<file path="config.mk">
export PLATFORM = sky130hd
export DESIGN_NAME = link_irq_hub
export DESIGN_NICKNAME = d
export VERILOG_FILES = /design/src/rtl/lah_pkg.sv /design/src/rtl/lah_regs.sv /design/src/rtl/lah_gpio.sv /design/src/rtl/lah_status.sv /design/src/rtl/link_irq_hub.sv
export SDC_FILE = /design/constraint.sdc
export NUM_CORES = 1
export LEC_CHECK = 0
export BUFFER_PORTS_ARGS = -buffer_cell sky130_fd_sc_hd__buf_2
export CAP_MARGIN = 20
export CORE_MARGIN = 1
export CORE_UTILIZATION = 45
export CTS_CLUSTER_DIAMETER = 100
export DETAILED_ROUTE_END_ITERATION = 8
export PLACE_DENSITY = 0.74
export SYNTH_ARGS = -nofsm -noshare
export SYNTH_HDL_FRONTEND = slang
export SYNTH_SLANG_ARGS = --single-unit
</file>
<file path="constraint.sdc">
create_clock -name clk -period 2.39 [get_ports clk]
set_clock_uncertainty 0.05 [all_clocks]
set_input_delay 0.5975 -clock clk [delete_from_list [all_inputs] [get_ports clk]]
set_output_delay 0.5975 -clock clk [all_outputs]
set_load 0.01 [all_outputs]
</file>
<file path="src/rtl/lah_pkg.sv">
package lah_pkg;
  localparam int DW = 16;
  localparam int AW = 4;

  localparam logic [AW-1:0] A_ST_EVT  = 4'd0;
  localparam logic [AW-1:0] A_ST_LINK = 4'd1;
  localparam logic [AW-1:0] A_ST_GPIO = 4'd2;
  localparam logic [AW-1:0] A_EN_EVT  = 4'd3;
  localparam logic [AW-1:0] A_EN_LINK = 4'd4;
  localparam logic [AW-1:0] A_EN_GPIO = 4'd5;
  localparam logic [AW-1:0] A_ALM_EN  = 4'd6;
  localparam logic [AW-1:0] A_DIR     = 4'd7;
  localparam logic [AW-1:0] A_DOUT    = 4'd8;
  localparam logic [AW-1:0] A_POL     = 4'd9;
  localparam logic [AW-1:0] A_PIN     = 4'd10;

  localparam int ALM_BIT = 15;

  typedef struct packed {
    logic [DW-1:0] en_evt;
    logic [DW-1:0] en_link;
    logic [DW-1:0] en_gpio;
    logic [DW-1:0] alm_en;
    logic [DW-1:0] dir;
    logic [DW-1:0] dout;
    logic [DW-1:0] pol;
  } lah_ctrl_t;
endpackage

</file>
<file path="src/rtl/lah_regs.sv">
module lah_regs
  import lah_pkg::*;
#(
  parameter int N_INT  = 8,
  parameter int N_OPT  = 4,
  parameter int N_ALM  = 8,
  parameter int N_GPIO = 4
) (
  input  logic          clk,
  input  logic          rst_n,
  input  logic          we,
  input  logic [AW-1:0] addr,
  input  logic [DW-1:0] wdata,
  output lah_ctrl_t     ctrl
);
  localparam logic [DW-1:0] M_EVT  = DW'((32'd1 << N_INT) - 32'd1);
  localparam logic [DW-1:0] M_OPT  = DW'((32'd1 << N_OPT) - 32'd1);
  localparam logic [DW-1:0] M_LINK = M_OPT | (DW'(1) << ALM_BIT);
  localparam logic [DW-1:0] M_ALM  = DW'((32'd1 << N_ALM) - 32'd1);
  localparam logic [DW-1:0] M_GPIO = DW'((32'd1 << N_GPIO) - 32'd1);

  lah_ctrl_t ctrl_q, ctrl_d;

  always_comb begin
    ctrl_d = ctrl_q;
    unique case (addr)
      A_EN_EVT:  ctrl_d.en_evt  = wdata & M_EVT;
      A_EN_LINK: ctrl_d.en_link = wdata & M_LINK;
      A_EN_GPIO: ctrl_d.en_gpio = wdata & M_GPIO;
      A_ALM_EN:  ctrl_d.alm_en  = wdata & M_ALM;
      A_DIR:     ctrl_d.dir     = wdata & M_GPIO;
      A_DOUT:    ctrl_d.dout    = wdata & M_GPIO;
      A_POL:     ctrl_d.pol     = wdata & M_GPIO;
      default:   ctrl_d = ctrl_q;
    endcase
  end

  always_ff @(posedge clk or negedge rst_n) begin
    if (!rst_n) begin
      ctrl_q <= '0;
    end else if (we) begin
      ctrl_q <= ctrl_d;
    end
  end

  assign ctrl = ctrl_q;
endmodule

</file>
<file path="src/rtl/lah_gpio.sv">
module lah_gpio #(
  parameter int N_GPIO = 4
) (
  input  logic              clk,
  input  logic              rst_n,
  input  logic [N_GPIO-1:0] pin_i,
  input  logic [N_GPIO-1:0] dir,
  input  logic [N_GPIO-1:0] dout,
  input  logic [N_GPIO-1:0] pol,
  output logic [N_GPIO-1:0] gpio_oe,
  output logic [N_GPIO-1:0] gpio_out,
  output logic [N_GPIO-1:0] pin_q,
  output logic [N_GPIO-1:0] hit
);
  logic [N_GPIO-1:0] pin_d;

  for (genvar i = 0; i < N_GPIO; i++) begin : g_pin
    always_comb begin
      hit[i]      = !dir[i] && (pin_i[i] == pol[i]);
      gpio_oe[i]  = dir[i];
      gpio_out[i] = dout[i];
      pin_d[i]    = pin_i[i];
    end
  end

  always_ff @(posedge clk or negedge rst_n) begin
    if (!rst_n) begin
      pin_q <= '0;
    end else begin
      pin_q <= pin_d;
    end
  end
endmodule

</file>
<file path="src/rtl/lah_status.sv">
module lah_status
  import lah_pkg::*;
#(
  parameter int N_INT  = 8,
  parameter int N_OPT  = 4,
  parameter int N_ALM  = 8,
  parameter int N_GPIO = 4
) (
  input  logic              clk,
  input  logic              rst_n,
  input  logic [N_INT-1:0]  evt_i,
  input  logic [N_OPT-1:0]  opt_i,
  input  logic [N_ALM-1:0]  alm_i,
  input  logic              mode_opt,
  input  logic [N_ALM-1:0]  alm_en,
  input  logic [N_GPIO-1:0] gpio_hit,
  input  logic              clr_evt,
  output logic [N_INT-1:0]  st_evt,
  output logic [DW-1:0]     st_link,
  output logic [N_GPIO-1:0] st_gpio
);
  logic [N_INT-1:0]  evt_d;
  logic [DW-1:0]     link_d;
  logic [N_GPIO-1:0] gpio_d;
  logic [N_ALM-1:0]  alm_gated;

  for (genvar j = 0; j < N_ALM; j++) begin : g_alm
    assign alm_gated[j] = alm_i[j] & alm_en[j] & mode_opt;
  end

  always_comb begin
    evt_d = (clr_evt ? '0 : st_evt) | evt_i;
    link_d = '0;
    link_d[N_OPT-1:0] = mode_opt ? opt_i : '0;
    link_d[ALM_BIT] = |alm_gated;
    gpio_d = gpio_hit;
  end

  always_ff @(posedge clk or negedge rst_n) begin
    if (!rst_n) begin
      st_evt  <= '0;
      st_link <= '0;
      st_gpio <= '0;
    end else begin
      st_evt  <= evt_d;
      st_link <= link_d;
      st_gpio <= gpio_d;
    end
  end
endmodule

</file>
<file path="src/rtl/link_irq_hub.sv">
module link_irq_hub
  import lah_pkg::*;
#(
  parameter int N_INT  = 8,
  parameter int N_OPT  = 4,
  parameter int N_ALM  = 8,
  parameter int N_GPIO = 4
) (
  input  logic              clk,
  input  logic              rst_n,
  input  logic              reg_we,
  input  logic              reg_re,
  input  logic [3:0]        reg_addr,
  input  logic [15:0]       reg_wdata,
  output logic [15:0]       reg_rdata,
  input  logic              mode_opt,
  input  logic [N_INT-1:0]  evt_i,
  input  logic [N_OPT-1:0]  opt_i,
  input  logic [N_ALM-1:0]  alm_i,
  input  logic [N_GPIO-1:0] gpio_in,
  output logic [N_GPIO-1:0] gpio_out,
  output logic [N_GPIO-1:0] gpio_oe,
  output logic              irq_o
);
  logic rs_meta, rst_n_s;
  lah_ctrl_t ctrl;
  logic [N_INT-1:0]  st_evt;
  logic [DW-1:0]     st_link;
  logic [N_GPIO-1:0] st_gpio;
  logic [N_GPIO-1:0] pin_q;
  logic [N_GPIO-1:0] gpio_hit;
  logic              clr_evt;
  logic [DW-1:0]     rd_d;

  always_ff @(posedge clk or negedge rst_n) begin
    if (!rst_n) begin
      rs_meta <= 1'b0;
      rst_n_s <= 1'b0;
    end else begin
      rs_meta <= 1'b1;
      rst_n_s <= rs_meta;
    end
  end

  lah_regs #(.N_INT(N_INT), .N_OPT(N_OPT), .N_ALM(N_ALM), .N_GPIO(N_GPIO)) u_regs (
    .clk(clk), .rst_n(rst_n_s), .we(reg_we), .addr(reg_addr),
    .wdata(reg_wdata), .ctrl(ctrl)
  );

  lah_gpio #(.N_GPIO(N_GPIO)) u_gpio (
    .clk(clk), .rst_n(rst_n_s), .pin_i(gpio_in),
    .dir(ctrl.dir[N_GPIO-1:0]), .dout(ctrl.dout[N_GPIO-1:0]),
    .pol(ctrl.pol[N_GPIO-1:0]), .gpio_oe(gpio_oe), .gpio_out(gpio_out),
    .pin_q(pin_q), .hit(gpio_hit)
  );

  assign clr_evt = reg_re && (reg_addr == A_ST_EVT);

  lah_status #(.N_INT(N_INT), .N_OPT(N_OPT), .N_ALM(N_ALM), .N_GPIO(N_GPIO)) u_stat (
    .clk(clk), .rst_n(rst_n_s), .evt_i(evt_i), .opt_i(opt_i), .alm_i(alm_i),
    .mode_opt(mode_opt), .alm_en(ctrl.alm_en[N_ALM-1:0]), .gpio_hit(gpio_hit),
    .clr_evt(clr_evt), .st_evt(st_evt), .st_link(st_link), .st_gpio(st_gpio)
  );

  always_comb begin
    unique case (reg_addr)
      A_ST_EVT:  rd_d = DW'(st_evt);
      A_ST_LINK: rd_d = st_link;
      A_ST_GPIO: rd_d = DW'(st_gpio);
      A_EN_EVT:  rd_d = ctrl.en_evt;
      A_EN_LINK: rd_d = ctrl.en_link;
      A_EN_GPIO: rd_d = ctrl.en_gpio;
      A_ALM_EN:  rd_d = ctrl.alm_en;
      A_DIR:     rd_d = ctrl.dir;
      A_DOUT:    rd_d = ctrl.dout;
      A_POL:     rd_d = ctrl.pol;
      A_PIN:     rd_d = DW'(pin_q);
      default:   rd_d = '0;
    endcase
  end

  always_ff @(posedge clk or negedge rst_n_s) begin
    if (!rst_n_s) begin
      reg_rdata <= '0;
    end else if (reg_re) begin
      reg_rdata <= rd_d;
    end
  end

  assign irq_o = (|(st_evt & ctrl.en_evt[N_INT-1:0]))
               | (|(st_link & ctrl.en_link))
               | (|(st_gpio & ctrl.en_gpio[N_GPIO-1:0]));
endmodule

</file>
==> run metrics, run 1 <==
n_diodes 0; FILL cells 639; Place WS 0.2275 ns; clock buffer depth 2; initial antenna violation count 0; peak supply drop between 0.3 and 0.4 mV; area occupied by multi-input gates around 1400 µm²; antenna viol nets, final 0; DIE AREA ~8000 µm²; crit path cell chain a22o_1, a221oi_2, and3_1, nand3_1, buf_2; clk_lat worst skew 0.34 ns; Root Driver clkbuf_8; Tightest Pin Transition 0.4915 ns; EDFF count, synth 0; fin crit period 2.324 ns; Arr. time, crit path 1.68 ns; Power Density 808.6 nW/µm²; Area Overhead vs Synth 16.17%; CTS Buf Count 9; worst setup margin 0.06613 ns; Buf/Inv on CP 1; Routability Congestion approximately 0.86; Hold Vio Cnt, Final 0; Synth top area share 0.5130; DP Area about 3700 µm²; Reg clk slew, reported paths 0.07 ns; Post-Syn Instances 270; Top delay family on crit path compound AO/OA/AOI/OAI gates; Total GRT Usage 0.2255; critical path class flop to output port; Finished Cell Area 3910 µm²; run status complete, no violations; Pre-antenna DRT Iters 5; non-filler cells, final 432; main flop type after synthesis dfrtp_1; CP required 1.74 ns; routed vias 2395; Crit Path Max Fanout 3; multiplexer share of the synthesized area 0.1691; Iteration-0 DRC Markers ~140; Post-Place Cells ~410; vias per inst 5.544; Seq cells post-synth 69; synth top area cells dfrtp_1 51%, mux2_2 11%, buf_4 3.8%; main combinational cell family by area after synthesis multiplexers; Netlist Area Pre-Place 3366 µm²; slowest CP cell dfrtp_1; first-pass GRT wire length 12760 µm; vias in the first global route 2484; CP peak stage delay 0.41 ns; Synth Area in XOR/XNOR 0.01041; Post-synth ARST share 1.000; Worst setup SP type flop; total gr overflow 0; fin. max-slew vios 0; crit share post-route 0.9723; Core ar. 7253 µm²; num ports 74; die height a little under 90 µm; Final Util 0.5391; top cells by count, synth 69 x dfrtp_1, 34 x mux2_2, 17 x buf_4; fmax 0.4303 GHz; compound-cell area share of the yosys netlist 0.1424; setup_tns 0 ns; Mapped Avg Cell Area 12.47 µm²; largest net degree at the start of global routing 25; post-synthesis sequential area ratio 0.5130; Max-slew headroom 0.6701; HPWL Detailed 5896 µm; Nets between 300 and 400; count leader, synth dfrtp_1; Residual DRC 0; Syn. warnings 0; fraction of the mapped netlist area in simple logic gates 0.09554; final setup vio count 0; Setup crit end kind output port; CTS Sinks slightly below 70; layout cells sized above 1 0.4024; sequential cell area 1728 µm²; Die X-Extent 88.49 µm; Starting Density 0.4640; Max-Cap Viols 0; Cell variety after synth between 40 and 50; H-tree depth 3; Core Rows 31; wire length per cell 18.24 µm; Leakage 1.781 nW; CTS tree done; WL final 7878 µm; RSZ-0062 raised after global routing false; Post-Synth Adder-Cell Area 0; area leader, netlist dfrtp_1; worst min path class flop to async pin; Port Buffers 59
## routing by layer
layer,routed length [µm],track usage,part of all wire
met2,3857,0.3545,0.49
met4,131,0.08065,0.017
met1,3433,0.3086,0.44
met3,455,0.05037,0.058
met5,0,0,0
## logic make-up (layout without fill, tap and decap cells)
kind of cell              count (synthesis)  after routing
DFF                                      69             69
buffers and inverters                    33             90
and+or+nand+nor                          50             50
muxes                                    48             48
other                                     2              8
AOI/OAI and AO/OA                        64             64
xor gates and xnor gates                  4              4
## registers in the layout, summed over array words and instances, names as in the netlist
signal          cells
u_stat.st_link      5
rst_n_s             1
u_stat.st_gpio      4
u_stat.st_evt       8
u_gpio.pin_q        4
rs_meta             1
u_regs.ctrl        37
reg_rdata           9
## layout make-up
class                           count  area share
Clock buffer                       13     0.04064
Clock inverter                      3     0.01728
Inverter                            7    0.006720
Multi-Input combinational cell    174      0.3702
Sequential cell                    69      0.4419
Tap cell                           99     0.03168
Timing Repair Buffer               67     0.09152
## where the power goes
part           total (mW)  leakage, nW  switching, mW  internal (mW)
Sequential           1.54        0.829          0.176           1.36
Clock                1.06        0.110          0.413          0.646
Combinational       0.566        0.842          0.257          0.310
Total                3.16         1.78          0.846           2.32
## stage by stage
step / total power, mW / hold WS, ns
floorplan: 1.938 / 0.2519
CTS: 3.170 / 0.2053
detailed placement: 2.109 / 0.2042
finish: 3.162 / 0.1853
global route: 3.325 / 0.2299
global placement: 2.081 / 0.2003
## worst reg2reg max path, cell delays in order, from the launching register on
cell and delay, ns:
dfrtp_1 0.43, mux4_2 0.47, nor2b_1 0.12, nor4b_1 0.06
a211o_1 0.24
## timing repair
action                     CTS  global route
buffers inserted             0             1
setup endpoints to repair    0             1
gates resized for setup      0             2
hold buffers                 1             0
hold endpoints to repair     2             0
## path summary, 6_finish.rpt
path	start	end	slack, ns	depth (start not counted)
setup / recovery	u_regs.ctrl[103]$_DFFE_PN0P_	irq_o	0.07	5
hold / removal	rst_n_s$_DFF_PN0_	u_stat.st_evt[7]$_DFF_PN0_	0.19	0
setup reg to reg	u_regs.ctrl[49]$_DFFE_PN0P_	reg_rdata[1]$_DFFE_PN0P_	0.92	4
hold reg to reg	rst_n_s$_DFF_PN0_	u_stat.st_evt[7]$_DFF_PN0_	0.19	0
max in group asynchronous	rst_n_s$_DFF_PN0_	reg_rdata[15]$_DFFE_PN0P_	1.42	1
min in group clk	rs_meta$_DFF_PN0_	rst_n_s$_DFF_PN0_	0.31	0
## cells in the final DEF (no fill, tap or decap), types with 3 or more instances in the layout
cell type / instances
a22oi_1: 12
nand2_1: 9
o21ai_0: 6
nor2b_1: 8
xor2_1: 4
mux2_2: 34
conb_1: 8
mux2i_1: 7
a211oi_1: 3
a222oi_1: 3
buf_4: 7
mux2_4: 4
a21oi_1: 3
buf_2: 59
nor2_1: 7
a21o_1: 8
o22ai_1: 6
nor2_2: 3
dfrtp_1: 68
clkbuf_8: 11
a22o_1: 9
inv_1: 7
and2_1: 7
Power figures use the tool's default switching activity.
==> inputs of run 2 (changes only) <==
--- a/config.mk
+++ b/config.mk
@@ -8,10 +8,10 @@
 export BUFFER_PORTS_ARGS = -buffer_cell sky130_fd_sc_hd__buf_2
 export CAP_MARGIN = 20
 export CORE_MARGIN = 1
-export CORE_UTILIZATION = 45
+export CORE_UTILIZATION = 50
 export CTS_CLUSTER_DIAMETER = 100
 export DETAILED_ROUTE_END_ITERATION = 8
-export PLACE_DENSITY = 0.74
+export PLACE_DENSITY = 0.8
 export SYNTH_ARGS = -nofsm -noshare
 export SYNTH_HDL_FRONTEND = slang
 export SYNTH_SLANG_ARGS = --single-unit
==> constraint.sdc (replaced) <==
create_clock -name clk -period 2.83 [get_ports clk]
set_clock_uncertainty 0.05 [all_clocks]
set_input_delay 0.7075 -clock clk [delete_from_list [all_inputs] [get_ports clk]]
set_output_delay 0.7075 -clock clk [all_outputs]
set_load 0.01 [all_outputs]
==> run 2 against run 1 <==
Effect of this change: the flow now finishes with violations (DRC); worst hold slack worse by 0.10 ns; cell count is 6.5% lower; power down 18%; critical path depth unchanged; die area down 9.8%; global-route usage up 0.98 points; first-iteration DRC count is 44% higher; routed wire length fell by 4.8%; count of clock-buffer cells in the layout is 1 higher; critical path type unchanged; largest power group unchanged.
==> run metrics, run 2 (synthesis gave the netlist of run 1 again) <==
CP peak stage delay 0.42 ns (was 0.41 ns); worst min path class input port to async pin (was flop to async pin); Power Density 675.0 nW/µm² (was 808.6 nW/µm²); peak supply drop 0.3977 mV (was 0.3660 mV); Place WS 0.4638 ns (was 0.2275 ns); Crit Path Max Fanout 3 (unchanged); Die X-Extent 84.05 µm (was 88.49 µm); vias in the first global route 2503 (was 2484); Area Overhead vs Synth 13.46% (was 16.17%); Post-Place Cells 389 (was 414); Starting Density 0.5241 (was 0.4640); Nets 372 (was 377); die height 84.05 µm (was 88.49 µm); met1 layer usage reported by global route 0.3039 (was 0.3086); Core Rows 29 (was 31); CTS Buf Count 9 (unchanged); DP Area 3616 µm² (was 3654 µm²); Setup crit end kind output port (unchanged); clk_lat worst skew 0.34 ns (about the same); most frequent cells in the layout 68 x dfrtp_1, 59 x buf_2, 34 x mux2_2 (unchanged); Root Driver clkbuf_8 (unchanged); worst setup margin 0.3175 ns (was 0.06613 ns); non-filler cells, final 404 (was 432); Max-slew headroom 0.6027 (was 0.6701); DIE AREA 7064 µm² (was 7830 µm²); Tightest Pin Transition 0.5960 ns (was 0.4915 ns); first-pass GRT wire length 12520 µm (was 12760 µm); largest net degree at the start of global routing 68 (was 25); CP required 2.07 ns (was 1.74 ns); Total Power 2.578 mW (was 3.162 mW); fmax between 0.3 and 0.4 GHz; H-tree depth 3 (unchanged); Leakage 1.751 nW (was 1.781 nW); total gr overflow 0 (unchanged); failing checks DRC; Buf/Inv on CP 1 (unchanged); Iteration-0 DRC Markers 204 (was 142); critical path class flop to output port (unchanged); vias per inst 5.965 (was 5.544); Core ar. 6422 µm² (was 7253 µm²); initial antenna violation count 0 (unchanged); sequential cell area 1728 µm² (unchanged); fin. max-slew vios 0 (unchanged); worst hold slack 0.08119 ns (was 0.1853 ns); wire length per cell 18.57 µm (was 18.24 µm); Finished Cell Area 3819 µm² (was 3910 µm²); area occupied by multi-input gates 1435 µm² (was 1448 µm²); crit share post-route 0.8878; Arr. time, crit path 1.76 ns (was 1.68 ns); CTS tree done (unchanged); cts repair resizes 0 (unchanged); clock buffer depth 2 (unchanged); fin crit period 2.513 ns; slowest CP cell dfrtp_1 (unchanged); met2 GRT Util 0.3815 (was 0.3545); RSZ-0062 raised after global routing false (unchanged); Crit. path cell count 5 (unchanged); GR Util met3 0.05737 (was 0.05037); layout cells sized above 1 0.3884 (was 0.4024); most common cell after layout, fill and taps aside dfrtp_1 (unchanged); Max-Cap Viols 0 (unchanged); antenna viol nets, final 0 (unchanged); Routability Congestion 0.8691 (was 0.8619); Port Buffers 59 (unchanged); Reg clk slew, reported paths 0.07 ns (about the same); final setup vio count 0 (unchanged); Total GRT Usage 0.2353 (was 0.2255); HPWL Detailed 5507 µm (was 5896 µm); GRT Max-Usage Layer met2 (unchanged); Worst setup SP type flop (unchanged); WL final 7501 µm (was 7878 µm); run status finished with violations (was complete, no violations); num ports 74 (unchanged); crit path cell chain a22o_1, a221oi_1, and3_1, nand3_1, buf_2 (was a22o_1, a221oi_2, and3_1, nand3_1, buf_2); CTS Sinks 69 (unchanged); n_diodes 0 (unchanged); Top delay family on crit path compound AO/OA/AOI/OAI gates (unchanged); CTS hold repair buffers 0 (was 1); Hold Vio Cnt, Final 0 (unchanged); Final Util 0.5946 (was 0.5391); Residual DRC 8 (was 0); setup bufs post-CTS 0 (unchanged); FILL cells 522 (was 639); routed vias 2410 (was 2395); path depth of the worst reg2reg path 4 (unchanged); setup_tns 0 ns (unchanged); Pre-antenna DRT Iters 7 (was 5); max reg flops 37 (unchanged)
run 2: cell count changes in the layout (fill, tap and decap cells not counted), sizes merged:
cell	before	now
buf	66	62
clkbuf	13	14
bufinv	2	1
clkinvlp	1	0
dlygate4sd3	1	0
run 2: worst paths after layout:
path / startpoint / end / slack [ns]
setup / recovery: u_stat.st_evt[7]$_DFF_PN0_ / irq_o / 0.32
hold / removal: rst_n / rst_n_s$_DFF_PN0_ / 0.08
setup reg to reg: u_regs.ctrl[49]$_DFFE_PN0P_ / reg_rdata[1]$_DFFE_PN0P_ / 1.34
hold reg to reg: rst_n_s$_DFF_PN0_ / u_regs.ctrl[55]$_DFFE_PN0P_ / 0.21
max in group asynchronous: rst_n_s$_DFF_PN0_ / u_regs.ctrl[17]$_DFFE_PN0P_ / 2.20
min in group clk: rs_meta$_DFF_PN0_ / rst_n_s$_DFF_PN0_ / 0.31
run 2: report_power, final:
part	switching (mW)	internal (mW)	total [mW]	leakage, nW
Sequential	0.139	1.15	1.29	0.829
Combinational	0.216	0.256	0.472	0.819
Clock	0.342	0.475	0.818	0.103
Total	0.697	1.88	2.58	1.75
run 2: metal layers:
metal	share of wire	routed length, µm
met2	0.50	3720
met5	0	0
met1	0.42	3165
met3	0.066	493
met4	0.016	121
run 2: area by class of cell:
class,instances,area share
flip-flops and latches,69,0.4525
multi-input cells,174,0.3758
well taps,77,0.02523
repair buffers,62,0.08650
clock buffers,14,0.04522
clock inverters,1,0.007864
inverters,7,0.006881
